## src/rtl/mgpio_pkg.sv

```systemverilog
package mgpio_pkg;
  localparam int ADDR_W   = 5;
  localparam logic [ADDR_W-1:0] OFS_DIR = 5'h00;
  localparam logic [ADDR_W-1:0] OFS_OUT = 5'h08;
  localparam logic [ADDR_W-1:0] OFS_PIN = 5'h0C;
  localparam logic [ADDR_W-1:0] OFS_IEN = 5'h10;
  localparam logic [ADDR_W-1:0] OFS_CTL = 5'h14;

  typedef enum logic [2:0] {
    RD_NONE, RD_DIR, RD_OUT, RD_PIN, RD_IEN, RD_CTL
  } rdSel_e;

  // strobes from control to datapath
  typedef struct packed {
    logic   dirWr;
    logic   outWr;
    logic   ienWr;
    logic   bankRst;
    logic   clkOn;
    rdSel_e rdSel;
  } strobe_t;
endpackage

```

## src/rtl/mgpio_ctrl.sv

```systemverilog
module mgpio_ctrl
  import mgpio_pkg::*;
(
  input  logic              clk,
  input  logic              rstN,
  input  logic              busWe,
  input  logic [ADDR_W-1:0] busAddr,
  input  logic [1:0]        ctlIn,
  output strobe_t           stb
);
  logic [1:0] ctlReg;
  logic       ctlWr;
  logic       running;

  assign ctlWr   = busWe && (busAddr == OFS_CTL);
  assign running = ctlReg[0] && !ctlReg[1];

  // bit 1 = hold in reset, bit 0 = clock on; comes up held and gated
  always_ff @(posedge clk or negedge rstN) begin
    if (!rstN)      ctlReg <= 2'b10;
    else if (ctlWr) ctlReg <= ctlIn;
  end

  always_comb begin
    stb.bankRst = ctlReg[1];
    stb.clkOn   = ctlReg[0];
    stb.dirWr   = busWe && running && (busAddr == OFS_DIR);
    stb.outWr   = busWe && running && (busAddr == OFS_OUT);
    stb.ienWr   = busWe && running && (busAddr == OFS_IEN);
    case (busAddr)
      OFS_DIR: stb.rdSel = RD_DIR;
      OFS_OUT: stb.rdSel = RD_OUT;
      OFS_PIN: stb.rdSel = RD_PIN;
      OFS_IEN: stb.rdSel = RD_IEN;
      OFS_CTL: stb.rdSel = RD_CTL;
      default: stb.rdSel = RD_NONE;
    endcase
  end

  AST_CTL_WRITE: assert property (@(posedge clk) disable iff (!rstN)
    ctlWr |=> ctlReg == $past(ctlIn));
endmodule

```

## src/rtl/mgpio_dpath.sv

```systemverilog
module mgpio_dpath
  import mgpio_pkg::*;
#(
  parameter int NUM_PINS = 16,
  parameter int SHARE_LO = 8
) (
  input  logic                  clk,
  input  logic                  rstN,
  input  strobe_t               stb,
  input  logic [2*NUM_PINS-1:0] wdata,
  input  logic [NUM_PINS-1:0]   padIn,
  output logic [2*NUM_PINS-1:0] rdata,
  output logic [NUM_PINS-1:0]   padOut,
  output logic [NUM_PINS-1:0]   padOe,
  output logic [SHARE_LO-1:0]   pinIrq,
  output logic                  sharedIrq
);
  localparam int DATA_W = 2 * NUM_PINS;

  logic [NUM_PINS-1:0] dirReg, outReg, ienReg, syncA, pinState;
  logic [NUM_PINS-1:0] wMask, wBits;

  assign wBits = wdata[NUM_PINS-1:0];
  assign wMask = wdata[DATA_W-1:NUM_PINS];

  always_ff @(posedge clk or negedge rstN) begin
    if (!rstN) begin
      dirReg <= '0; outReg <= '0; ienReg <= '0;
    end else if (stb.bankRst) begin
      dirReg <= '0; outReg <= '0; ienReg <= '0;
    end else begin
      if (stb.dirWr) dirReg <= wBits;
      if (stb.ienWr) ienReg <= wBits;
      if (stb.outWr) outReg <= (outReg & ~wMask) | (wBits & wMask);
    end
  end

  // two-stage pin sampler, frozen while the clock is gated
  always_ff @(posedge clk or negedge rstN) begin
    if (!rstN) begin
      syncA <= '0; pinState <= '0;
    end else if (stb.bankRst) begin
      syncA <= '0; pinState <= '0;
    end else if (stb.clkOn) begin
      syncA    <= padIn;
      pinState <= syncA;
    end
  end

  assign padOut = outReg;
  assign padOe  = dirReg;

  for (genvar i = 0; i < SHARE_LO; i++) begin : g_pinIrq
    assign pinIrq[i] = pinState[i];
  end

  assign sharedIrq = stb.clkOn && !stb.bankRst &&
                     |(pinState[NUM_PINS-1:SHARE_LO] & ienReg[NUM_PINS-1:SHARE_LO]);

  always_comb begin
    rdata = '0;
    case (stb.rdSel)
      RD_DIR:  rdata[NUM_PINS-1:0] = dirReg;
      RD_OUT:  rdata[NUM_PINS-1:0] = outReg;
      RD_PIN:  rdata[NUM_PINS-1:0] = pinState;
      RD_IEN:  rdata[NUM_PINS-1:0] = ienReg;
      RD_CTL:  rdata[1:0] = {stb.bankRst, stb.clkOn};
      default: rdata = '0;
    endcase
  end

  AST_RST_CLEARS: assert property (@(posedge clk) disable iff (!rstN)
    stb.bankRst |=> (dirReg == '0 && outReg == '0 && ienReg == '0 && pinState == '0));
  AST_GATED_HOLD: assert property (@(posedge clk) disable iff (!rstN)
    (!stb.clkOn && !stb.bankRst) |=> $stable(pinState));
  AST_MASK_KEEP: assert property (@(posedge clk) disable iff (!rstN)
    (stb.outWr && !stb.bankRst) |=> ((outReg ^ $past(outReg)) & ~$past(wMask)) == '0);
  AST_SHARED_SRC: assert property (@(posedge clk) disable iff (!rstN)
    sharedIrq |-> (ienReg[NUM_PINS-1:SHARE_LO] != '0));
endmodule

```

## src/rtl/mgpio_bank.sv

```systemverilog
module mgpio_bank
  import mgpio_pkg::*;
#(
  parameter int NUM_PINS = 16,
  parameter int SHARE_LO = 8
) (
  input  logic                  clk,
  input  logic                  rstN,
  input  logic                  busWe,
  input  logic [ADDR_W-1:0]     busAddr,
  input  logic [2*NUM_PINS-1:0] busWdata,
  output logic [2*NUM_PINS-1:0] busRdata,
  input  logic [NUM_PINS-1:0]   padIn,
  output logic [NUM_PINS-1:0]   padOut,
  output logic [NUM_PINS-1:0]   padOe,
  output logic [SHARE_LO-1:0]   pinIrq,
  output logic                  sharedIrq
);
  strobe_t stb;

  mgpio_ctrl u_ctrl (
    .clk(clk), .rstN(rstN), .busWe(busWe), .busAddr(busAddr),
    .ctlIn(busWdata[1:0]), .stb(stb)
  );

  mgpio_dpath #(.NUM_PINS(NUM_PINS), .SHARE_LO(SHARE_LO)) u_dpath (
    .clk(clk), .rstN(rstN), .stb(stb), .wdata(busWdata), .padIn(padIn),
    .rdata(busRdata), .padOut(padOut), .padOe(padOe),
    .pinIrq(pinIrq), .sharedIrq(sharedIrq)
  );
endmodule

```

## config.mk

```make
export PLATFORM = sky130hd
export DESIGN_NAME = mgpio_bank
export DESIGN_NICKNAME = d
export VERILOG_FILES = /design/src/rtl/mgpio_pkg.sv /design/src/rtl/mgpio_ctrl.sv /design/src/rtl/mgpio_dpath.sv /design/src/rtl/mgpio_bank.sv
export SDC_FILE = /design/constraint.sdc
export NUM_CORES = 1
export LEC_CHECK = 0
export CAP_MARGIN = 15
export CORE_UTILIZATION = 35
export DETAILED_ROUTE_END_ITERATION = 16
export GPL_ROUTABILITY_DRIVEN = 0
export MAX_ROUTING_LAYER = met4
export PLACE_DENSITY = 0.7
export SYNTH_ARGS = -nofsm -noshare
export SYNTH_HDL_FRONTEND = slang
export SYNTH_SLANG_ARGS = --single-unit
```

## constraint.sdc

```tcl
create_clock -name clk -period 3.4 [get_ports clk]
set_clock_uncertainty 0.15 [all_clocks]
set_input_delay 1.02 -clock clk [delete_from_list [all_inputs] [get_ports clk]]
set_output_delay 1.02 -clock clk [all_outputs]
set_load 0.005 [all_outputs]
```

# Yosys cells after proc, flatten, opt, wreduce, memory -nomap -nowiden

Cells that the tools add are included.

Logic and storage cells: 47
Register bits: 82
Output and inout port bits: 73

Bitwise logic cells: 5
Equality and inequality tests: 9
Reduce and logical (&&, ||, !) cells: 14
Muxes and demuxes: 13

Operator list:

| operator             | number |
|---|---|
| $mux W16             | 10 |
| $pmux W14 S4         | 1 |
| $and A16 B16 Y16     | 2 |
| $not A16 Y16         | 1 |
| $or A16 B16 Y16      | 1 |
| $pmux W3 S5          | 1 |
| $eq A5 B4 Y1 const B | 2 |
| $eq A5 B5 Y1 const B | 2 |
| $pmux W2 S5          | 1 |
| $and A8 B8 Y8        | 1 |
| $reduce_bool A2 Y1   | 4 |
| $reduce_or A8 Y1     | 1 |
| $logic_and A1 B1 Y1  | 7 |
| $eq A3 B2 Y1 const B | 2 |
| $eq A3 B3 Y1 const B | 2 |
| $logic_not A5 Y1     | 1 |
| $eq A3 B1 Y1 const B | 1 |
| $logic_not A1 Y1     | 1 |

# Depth between registers and ports, before layout

Gate-level depths: netlist of run 1.

Depth after elaboration: 6
Depth in mapped cells: 6
Mapped depth without buffers: 3

# Hierarchy

From an unflattened synthesis of run 1, not the netlist that was laid out.

Cell total of the unflattened synthesis: 404
Area, all modules: 4,245.3 um^2

By module, submodules not included:

| module      | times used | cells an instance | area each (um^2) |
|---|---|---|---|
| mgpio_dpath | 1          | 385               | 4,078.9 |
| mgpio_ctrl  | 1          | 19                | 166.4 |

# Worst setup path before layout of run 1

OpenSTA, ideal clock, no wires.

Kind: input -> output
Start point: in busAddr[0]
End point: out busRdata[13]
Stages: 6
Arrival: 2.120 ns
Slack: 0.110 ns
Data required time: 2.230 ns
Path buffers: 3
Path through: buf_4 or4b_4 buf_6 buf_8 nor2_1 a221o_1

Cells in the longest elaborated chain, start to end: 4

Ends and longest elaborated chain:

| item                                 | line              | source |
|---|---|---|
| start: declaration                   | mgpio_bank.sv:10  | `input logic [ADDR_W-1:0] busAddr,` |
| $eq A5 B5 Y1 (tied with other cells) | mgpio_ctrl.sv:30  | `case (busAddr)` |
| $pmux W3 S5 (*)                      | mgpio_ctrl.sv:30  |  |
| $eq A3 B3 Y1 (tied with other cells) | mgpio_dpath.sv:62 | `case (stb.rdSel)` |
| $pmux W14 S4 (*)                     | mgpio_dpath.sv:62 |  |
| end: declaration                     | mgpio_bank.sv:12  | `output logic [2*NUM_PINS-1:0] busRdata,` |

Every way passes the cells marked *; elsewhere a longest branch is shown, timed or not.

# Final worst setup path of run 1

Start point: in busAddr[2]
End point: out busRdata[3]

Same word-level chain as after synthesis.

==> results of run 1 <==
synth_stat cells (all sizes together) (2+ instances only):
cell	instances
mux2i	91
mux2	8
nor2	47
a221o	14
a22oi	2
nor2b	6
buf	43
nand3	19
clkbuf	12
and3	2
nor3b	2
nor4	2
dfrtp	81
nor4b	2
nand2b	56
nand3b	2
nor3	3
registers in the layout, summed over array words and instances (netlist names):
signal            flops
u_dpath.pinState     16
u_dpath.ienReg       16
u_dpath.padOut       16
u_ctrl.ctlReg         2
u_dpath.syncA        16
u_dpath.padOe        16
layout by cell type, fill, tap and decap left out, types with 2 or more instances in the layout:
cell type / netlist / routed
a221o_1: 14 / 14
a22oi_1: 2 / 2
and3_1: 2 / 2
buf_12: 0 / 2
buf_2: 13 / 16
buf_4: 25 / 22
buf_6: 4 / 16
buf_8: 1 / 2
clkbuf_1: 11 / 3
clkbuf_16: 0 / 9
clkdlybuf4s50_1: 0 / 90
clkinv_2: 0 / 2
conb_1: 1 / 16
dfrtp_1: 81 / 80
mux2_2: 8 / 8
mux2i_1: 91 / 91
nand2b_1: 56 / 56
nand3_1: 19 / 19
nand3b_1: 2 / 2
nor2_1: 47 / 46
nor2b_1: 6 / 6
nor3_1: 2 / 2
nor4b_4: 2 / 2
or4b_4: 1 / 2
final cells by class:
class,count,area [um^2],area share
Timing Repair Buffer,149,1405,0.2301
Multi-Input combinational cell,286,2142,0.3508
Inverter,1,3.754,0.0006148
Clock buffer,13,250.2,0.04098
Clock inverter,3,40.04,0.006557
Tap cell,168,210.2,0.03443
Sequential cell,82,2054,0.3365
worst paths after layout:
kind	cells past startpoint	to
max	8	busRdata[3]
min	2	u_dpath.syncA[2]
max reg2reg	5	u_dpath.ienReg[7]
min reg2reg	2	u_dpath.syncA[2]
max in group asynchronous	2	u_dpath.pinState[15]
min in group asynchronous	1	u_dpath.padOut[2]
per-layer routing:
metal,vias to the layer above,part of all wire,track usage
li1,1614,-,-
met1,1771,0.44,0.2688
met2,121,0.49,0.3269
met3,13,0.058,0.03479
met4,0,0.013,0.05281
met5,-,0,-
power by group through the flow:
stage,Combinational (mW),Clock (mW),Sequential [mW]
after floorplan,0.389,0,1.16
after global routing,0.608,1.02,1.21
after detailed placement,0.546,0,1.21
final,0.557,0.958,1.20
after global placement,0.535,0,1.21
after CTS,0.560,0.975,1.20
metrics by stage:
stage                 util  power (mW)
floorplan                -       1.551
global placement    0.4657       1.746
detailed placement  0.4657       1.760
CTS                 0.4983       2.732
global route        0.5000       2.838
finish              0.5000       2.711
cell families (layout without fill, tap and decap cells):
family / count (synthesis) / count (layout)
simple gates: 148 / 149
mux: 99 / 99
flops: 82 / 82
buf+inv: 56 / 166
compound gates: 22 / 22
other cells: 1 / 16
repair_timing:
item | 4_1_cts | 5_1_grt
endpoints found under the hold margin | 0 | 0
cloned | 3 | 0
setup endpoints to repair | 16 | 15
pin swaps | 19 | 4
setup buffers | 14 | 1
resized for setup | 105 | 7
worst register-to-register path, delay by kind of cell (launching register included):
family,cells,cell delay [ns]
buffers and inverters,2,0.91
DFF,1,0.67
and+or+nand+nor,2,0.62
muxes,1,0.21
==> impl_metrics.env, run 1 <==
export IMPL_drt_iter0_markers=209
export IMPL_finalSetupTns_ns=-1.116
export IMPL_track_usage=0.2045
export IMPL_synth_cell_types=39
export IMPL_drt_wl_total_um=12630
export IMPL_arrival_ns=2.36
export IMPL_setup_viol=14
export IMPL_yosys_register_bits=82
export IMPL_grt_overflow=0
export IMPL_clockPowerShare=0.353
export IMPL_htree_levels=3
export IMPL_synth_compound_gate_area_share=0.04479
export IMPL_power_density_mw_per_mm2=444.0
export IMPL_critPathCaptureType="output port"
export IMPL_die_area_mm2=0.01323
export IMPL_cp_start_kind="input port"
export IMPL_cts_tree="yes"
export IMPL_n_antenna_cell=0
export IMPL_start_util=0.3660
export IMPL_yosys_area_top_type="dfrtp_1"
export IMPL_finalWorstSetupSlack_ns=-0.1323
export IMPL_holdWs_ns=0.3753
export IMPL_seq_area_frac_synth=0.4594
export IMPL_post_route_cell_area_mm2=0.006106
export IMPL_place_area_mm2=0.005687
export IMPL_synth_edf_count=0
export IMPL_switchingPower_uw=736.2
export IMPL_dieHeight_um=115
export IMPL_wl_per_cell_um=18.00
export IMPL_synth_top_family_by_area="multiplexers"
export IMPL_fillers=1142
export IMPL_chipWidth_um=115
export IMPL_cts_buffers=9
export IMPL_critPathTopFamily="simple AND/OR/NAND/NOR gates"
export IMPL_hold_viol=0
export IMPL_vias=3519
export IMPL_yosys_mux_area_fraction=0.2240
export IMPL_dpl_cell_count=670
export IMPL_clk_latency_ns=0.33
export IMPL_row_count=40
export IMPL_drt_first_pass_iters=4
export IMPL_path_clk_slew_ns=0.06
export IMPL_worst_pin_slew_ns=0.7504
export IMPL_clockBufferDepth=2
export IMPL_yosys_area_share_adder=0
export IMPL_synth_top_area_frac=0.4535
export IMPL_critPathLaunch="busAddr[2]"
export IMPL_avgViaCountPerCell=5.013
export IMPL_reg2reg_setup_slack_ns=0.76
export IMPL_io_buffers=112
export IMPL_p_seq_frac=0.441
export IMPL_status="finished, violations left"
export IMPL_layout_cells_non_filler=702
export IMPL_synth_cells=408
export IMPL_fin_crit_ns=3.532
export IMPL_period_share=1.039
export IMPL_cpMostUsedCell="buf_6"
export IMPL_drv_cap=0
export IMPL_async_flop_share=1.000
export IMPL_min_delay_start="u_dpath.syncA[2]"
export IMPL_synthSimpleGateAreaFrac=0.1898
export IMPL_rsz0062_at_grt="yes"
export IMPL_fin_nets=585
export IMPL_dp_hpwl_um=8315
export IMPL_slew_headroom=0.4997
export IMPL_swShare=0.2715
export IMPL_crit_path_cell_trace="buf_6, or2_4, nor4b_4, buf_4, buf_6, buf_6, a221o_1, buf_2"
export IMPL_synth_flop_cell="dfrtp_1"
export IMPL_p_int_mw=1.975
export IMPL_slew_viol_final=0
export IMPL_drc=0
export IMPL_synthXorXnorAreaFrac=0
export IMPL_pin_count=129
export IMPL_antenna_found_initial=0
export IMPL_clkSinkCount=82
export IMPL_critPathKind="input port to output port"
export IMPL_yosysWarningCount=0
export IMPL_path_buf_inv=5
export IMPL_pre_cts_slack_ns=-0.7719
export IMPL_max_stage_delay_ns=0.36
export IMPL_p_leak_nw=2.902
export IMPL_grt_max_degree=87
export IMPL_failed_checks="negative setup slack"
export IMPL_ir_drop_mv=0.2308
export IMPL_synth_area_mm2=0.004469
export IMPL_critPathMaxFanout=3
export IMPL_grt_pass1_wl_um=19770
export IMPL_power_frac_comb=0.205
export IMPL_worst_r2r_startpoint="u_ctrl.ctlReg[1]"
export IMPL_ant_nets=0
export IMPL_ctsHoldBuffers=0
export IMPL_worst_hold_path_type="flip-flop to flip-flop"
export IMPL_ys_top_cells_by_area="dfrtp_1, mux2i_1, nand2b_1"
export IMPL_crit_slowest_cell="nor4b_4"
export IMPL_fmax_mhz=283.1
export IMPL_grt_pass1_vias=3636
export IMPL_drive_gt1_frac=0.1704
export IMPL_crit_required_ns=2.23
export IMPL_area_growth_pct=36.62
export IMPL_synth_area_per_cell_um2=10.95
export IMPL_design_core_area_mm2=0.01221
export IMPL_cts_root_buf="clkbuf_16"
(Power assumes the default switching activity.)
==> inputs of run 2 (changes only) <==
--- a/config.mk
+++ b/config.mk
@@ -6,11 +6,12 @@
 export NUM_CORES = 1
 export LEC_CHECK = 0
 export CAP_MARGIN = 15
+export CORE_ASPECT_RATIO = 2
 export CORE_UTILIZATION = 35
 export DETAILED_ROUTE_END_ITERATION = 16
+export DONT_BUFFER_PORTS = 1
 export GPL_ROUTABILITY_DRIVEN = 0
-export MAX_ROUTING_LAYER = met4
-export PLACE_DENSITY = 0.7
+export PLACE_DENSITY = 0.57
 export SYNTH_ARGS = -nofsm -noshare
 export SYNTH_HDL_FRONTEND = slang
 export SYNTH_SLANG_ARGS = --single-unit
==> run 2 against run 1 <==
Net effect: the run now ends clean; count of clock-buffer cells in the layout is 4 lower; via count is 16% lower; non-clock buffer count is 137 lower; worst hold slack worse by 0.15 ns; clock power is 0.4% higher; fmax is 8.1% higher; sequential cell count stayed put; wire length is 8.1% lower; critical path type unchanged; largest cell class unchanged.
==> impl_metrics.env, run 2 (synthesis gave the netlist of run 1 again) <==
export IMPL_final_cell_mix="mux2i_1, dfrtp_1, nand2b_1"
export IMPL_p_leak_nw=2.286
export IMPL_power_frac_comb=0.144
export IMPL_pin_count=129
export IMPL_critPathMaxFanout=10
export IMPL_start_util=0.3581
export IMPL_power_mw=2.537
export IMPL_ctsHoldBuffers=0
export IMPL_drt_wl_total_um=11610
export IMPL_holdWs_ns=0.2252
export IMPL_post_cts_buffers=0
export IMPL_drc=0
export IMPL_ir_drop_mv=0.2894
export IMPL_grt_pass1_vias=3058
export IMPL_clk_latency_ns=0.34
export IMPL_cts_root_buf="clkbuf_16"
export IMPL_swShare=0.2774
export IMPL_fmax_mhz=306.0
export IMPL_rsz0062_at_grt="no"
export IMPL_finalSetupTns_ns=0
export IMPL_grt_pass1_wl_um=17670
export IMPL_grt_max_degree=83
export IMPL_setup_viol=0
export IMPL_n_antenna_cell=0
export IMPL_crit_required_ns=2.23
export IMPL_arrival_ns=2.10
export IMPL_switchingPower_uw=703.7
export IMPL_die_area_mm2=0.01325
export IMPL_worst_hold_path_type="input port to async pin"
export IMPL_drv_cap=0
export IMPL_dp_hpwl_um=8493
export IMPL_finalWorstSetupSlack_ns=0.1319
export IMPL_layout_cells_non_filler=545
export IMPL_clockBufferDepth=2
export IMPL_drive_gt1_frac=0.1089
export IMPL_p_int_mw=1.833
export IMPL_drt_first_pass_iters=4
export IMPL_cts_tree="yes"
export IMPL_dieHeight_um=161.8
export IMPL_avgViaCountPerCell=5.398
export IMPL_cp_start_kind="input port"
export IMPL_wl_per_cell_um=21.31
export IMPL_critPathLaunch="busAddr[3]"
export IMPL_design_core_area_mm2=0.01248
export IMPL_cts_buffers=9
export IMPL_dpl_cell_count=530
export IMPL_worst_pin_slew_ns=0.5645
export IMPL_track_usage=0.1837
export IMPL_worst_r2r_startpoint="u_ctrl.ctlReg[1]"
export IMPL_vias=2942
export IMPL_fin_nets=447
export IMPL_slew_viol_final=0
export IMPL_status="complete, no violations"
export IMPL_power_density_mw_per_mm2=532.9
export IMPL_slew_headroom=0.6237
export IMPL_critPathKind="input port to output port"
export IMPL_area_growth_pct=6.495
export IMPL_cts_resized=0
export IMPL_fin_crit_ns=3.268
export IMPL_fillers=1246
export IMPL_htree_levels=3
export IMPL_path_clk_slew_ns=0.06
export IMPL_pre_cts_slack_ns=0.1300
export IMPL_critPathCaptureType="output port"
export IMPL_layout_commonest_cell="mux2i_1"
export IMPL_period_share=0.9612
export IMPL_chipWidth_um=81.91
export IMPL_antenna_found_initial=0
export IMPL_ant_nets=0
export IMPL_row_count=58
export IMPL_grt_overflow=0
export IMPL_io_buffers=0
export IMPL_clkSinkCount=82
export IMPL_clockPowerShare=0.379
export IMPL_p_seq_frac=0.477
export IMPL_hold_viol=0
export IMPL_drt_iter0_markers=141
run 2: changes by cell type in the layout (fill, tap and decap cells not counted), moves of 2 or more:
cell	before	now
buf_8	2	0
clkinvlp_4	0	2
buf_2	16	0
buf_6	16	0
clkdlybuf4s50_1	90	0
clkbuf_1	3	0
buf_4	22	11
run 2: routing by layer:
metal  track usage  part of all wire
met5             0                 0
met4       0.06699             0.016
met3       0.05730             0.065
met2        0.3227              0.55
met1        0.2002              0.37
run 2: metrics by stage:
stage | cell area (um^2) | utilization
after floorplan | 4526 | -
after global placement | 4467 | 0.3579
after detailed placement | 4467 | 0.3579
after CTS | 4760 | 0.3813
after global routing | 4760 | 0.3813
final | 4760 | 0.3813
run 2: path summary, 6_finish.rpt:
check,endpoint,slack (ns),cells past startpoint
worst min register to register,u_dpath.syncA[8],0.37,2
worst max-delay path,busRdata[14],0.13,4
worst min-delay path,u_dpath.syncA[5],0.23,0
max in group asynchronous,u_ctrl.ctlReg[1],2.65,0
worst max register to register,u_dpath.padOe[10],1.33,5
min in group clk,u_dpath.syncA[8],0.37,2
run 2: cell type report:
cell class	count	area [um^2]	share of cell area
well taps	150	187.7	0.03943
multi-input cells	285	2118	0.4451
clock buffers	9	225.2	0.04732
flip-flops and latches	82	2054	0.4317
inverters	1	3.754	0.0007886
repair buffers	12	102.6	0.02156
clock inverters	6	67.56	0.01420
run 2: worst max-delay path, stage by stage:
cell and delay [ns]:
or2_1 0.29, nor4b_4 0.38, buf_12 0.19, a221o_1 0.22
run 2: power groups by stage:
| stage | combinational [mW] | sequential [mW] | clock (mW) |
|---|---|---|---|
| floorplan | 0.389 | 1.16 | 0 |
| global placement | 0.360 | 1.22 | 0 |
| detailed placement | 0.373 | 1.23 | 0 |
| CTS | 0.373 | 1.21 | 0.989 |
| global route | 0.408 | 1.22 | 1.03 |
| finish | 0.366 | 1.21 | 0.962 |
==> inputs of run 3 (changes only) <==
==> constraint.sdc (replaced) <==
create_clock -name clk -period 3.2 [get_ports clk]
set_clock_uncertainty 0.15 [all_clocks]
set_input_delay 0.96 -clock clk [delete_from_list [all_inputs] [get_ports clk]]
set_output_delay 0.96 -clock clk [all_outputs]
set_load 0.005 [all_outputs]
==> run 3 against run 2 <==
Net effect: count of clock-buffer cells in the layout increased by 1; critical path depth unchanged; sequential share of layout area fell by 0.068 points; via count down 0.31%; clock power increased by 2.6%; worst hold slack got worse by 0.059 ns; highest routed layer unchanged.
==> impl_metrics.env, run 3 (synthesis gave the netlist of run 1 again) <==
export IMPL_status="complete, no violations"
export IMPL_cts_resized=0
export IMPL_cp_start_kind="input port"
export IMPL_grt_overflow=0
export IMPL_clockBufferDepth=2
export IMPL_n_antenna_cell=0
export IMPL_cts_root_buf="clkbuf_16"
export IMPL_dpl_cell_count=530
export IMPL_drc=0
export IMPL_start_util=0.3581
export IMPL_pre_cts_slack_ns=0.05155
export IMPL_routed_top_layer="met4"
export IMPL_clkSinkCount=82
export IMPL_area_growth_pct=6.663
export IMPL_dp_hpwl_um=8547
export IMPL_reg2reg_setup_slack_ns=1.12
export IMPL_row_count=58
export IMPL_clk_latency_ns=0.33
export IMPL_final_cell_mix="mux2i_1, dfrtp_1, nand2b_1"
export IMPL_met3_length_um=694
export IMPL_fin_nets=447
export IMPL_fmax_mhz=317.7
export IMPL_drt_met1_wl_um=4498
export IMPL_setup_viol=0
export IMPL_worst_hold_path_type="input port to async pin"
export IMPL_arrival_ns=2.04
export IMPL_pin_count=129
export IMPL_grt_pass1_wl_um=17860
export IMPL_drt_wl_total_um=11780
export IMPL_crit_required_ns=2.09
export IMPL_cts_buffers=9
export IMPL_antenna_found_initial=0
export IMPL_design_core_area_mm2=0.01248
export IMPL_layout_cells_non_filler=546
export IMPL_htree_levels=3
export IMPL_critPathMaxFanout=10
export IMPL_drt_first_pass_iters=5
export IMPL_slew_viol_final=0
export IMPL_drt_iter0_markers=161
export IMPL_io_buffers=0
export IMPL_dr_wl_met2_um=6248
export IMPL_finalSetupTns_ns=0
export IMPL_avgViaCountPerCell=5.372
export IMPL_path_clk_slew_ns=0.06
export IMPL_dieHeight_um=161.8
export IMPL_worst_pin_slew_ns=0.5709
export IMPL_grt_pass1_vias=3039
export IMPL_p_leak_nw=2.283
export IMPL_power_density_mw_per_mm2=558.5
export IMPL_drv_cap=0
export IMPL_ant_nets=0
export IMPL_track_usage=0.1857
export IMPL_post_route_cell_area_mm2=0.004767
export IMPL_die_area_mm2=0.01325
export IMPL_finalWorstSetupSlack_ns=0.05193
export IMPL_post_cts_buffers=0
export IMPL_layout_commonest_cell="mux2i_1"
export IMPL_grt_max_degree=83
export IMPL_fillers=1233
export IMPL_cts_tree="yes"
export IMPL_hold_viol=0
export IMPL_reg2regPathDepth=4
export IMPL_drive_gt1_frac=0.1111
export IMPL_ctsHoldBuffers=0
export IMPL_critPathCaptureType="output port"
export IMPL_power_mw=2.662
export IMPL_fin_crit_ns=3.148
export IMPL_period_share=0.9838
export IMPL_ir_drop_mv=0.2424
export IMPL_critPathKind="input port to output port"
export IMPL_slew_headroom=0.6194
export IMPL_rsz0062_at_grt="no"
export IMPL_chipWidth_um=81.91
export IMPL_place_area_mm2=0.004479
export IMPL_wl_per_cell_um=21.58
export IMPL_vias=2933
-- run 3: per-layer routing --
| metal | global-route usage | vias up |
|---|---|---|
| met4 | 0.07656 | 0 |
| met2 | 0.3137 | 107 |
| li1 | - | 1340 |
| met3 | 0.04663 | 20 |
| met5 | 0 | - |
| met1 | 0.2175 | 1466 |
-- run 3: critical path: stages --
cell and delay (ns):
or2_1 0.29, nor4b_4 0.38, buf_12 0.19, a221o_1 0.21
-- run 3: final cells by class --
cell class,count,area [um^2],share of cell area
clock inverters,6,48.80,0.01024
flip-flops and latches,82,2054,0.4310
clock buffers,10,239.0,0.05013
repair buffers,12,115.1,0.02415
well taps,150,187.7,0.03937
multi-input cells,285,2118,0.4444
inverters,1,3.754,0.0007874
-- run 3: path summary, 6_finish.rpt --
kind / start / endpoint
worst min register to register: u_dpath.syncA[3] / u_dpath.syncA[3]
max in group asynchronous: rstN / u_ctrl.ctlReg[1]
worst max register to register: u_ctrl.ctlReg[1] / u_dpath.padOut[13]
worst max-delay path: busAddr[3] / busRdata[8]
min in group clk: u_dpath.syncA[3] / u_dpath.syncA[3]
worst min-delay path: rstN / u_dpath.syncA[3]
-- run 3: power by group --
| group | internal (mW) | switching (mW) |
|---|---|---|
| combinational | 0.185 | 0.206 |
| clock | 0.553 | 0.434 |
| sequential | 1.16 | 0.124 |
-- run 3: metrics by stage --
stage | hold WS [ns] | util
global route | 0.1534 | 0.3819
global placement | 0.3516 | 0.3589
finish | 0.1665 | 0.3819
CTS | 0.1540 | 0.3819
detailed placement | 0.3614 | 0.3589
floorplan | 0.3359 | -
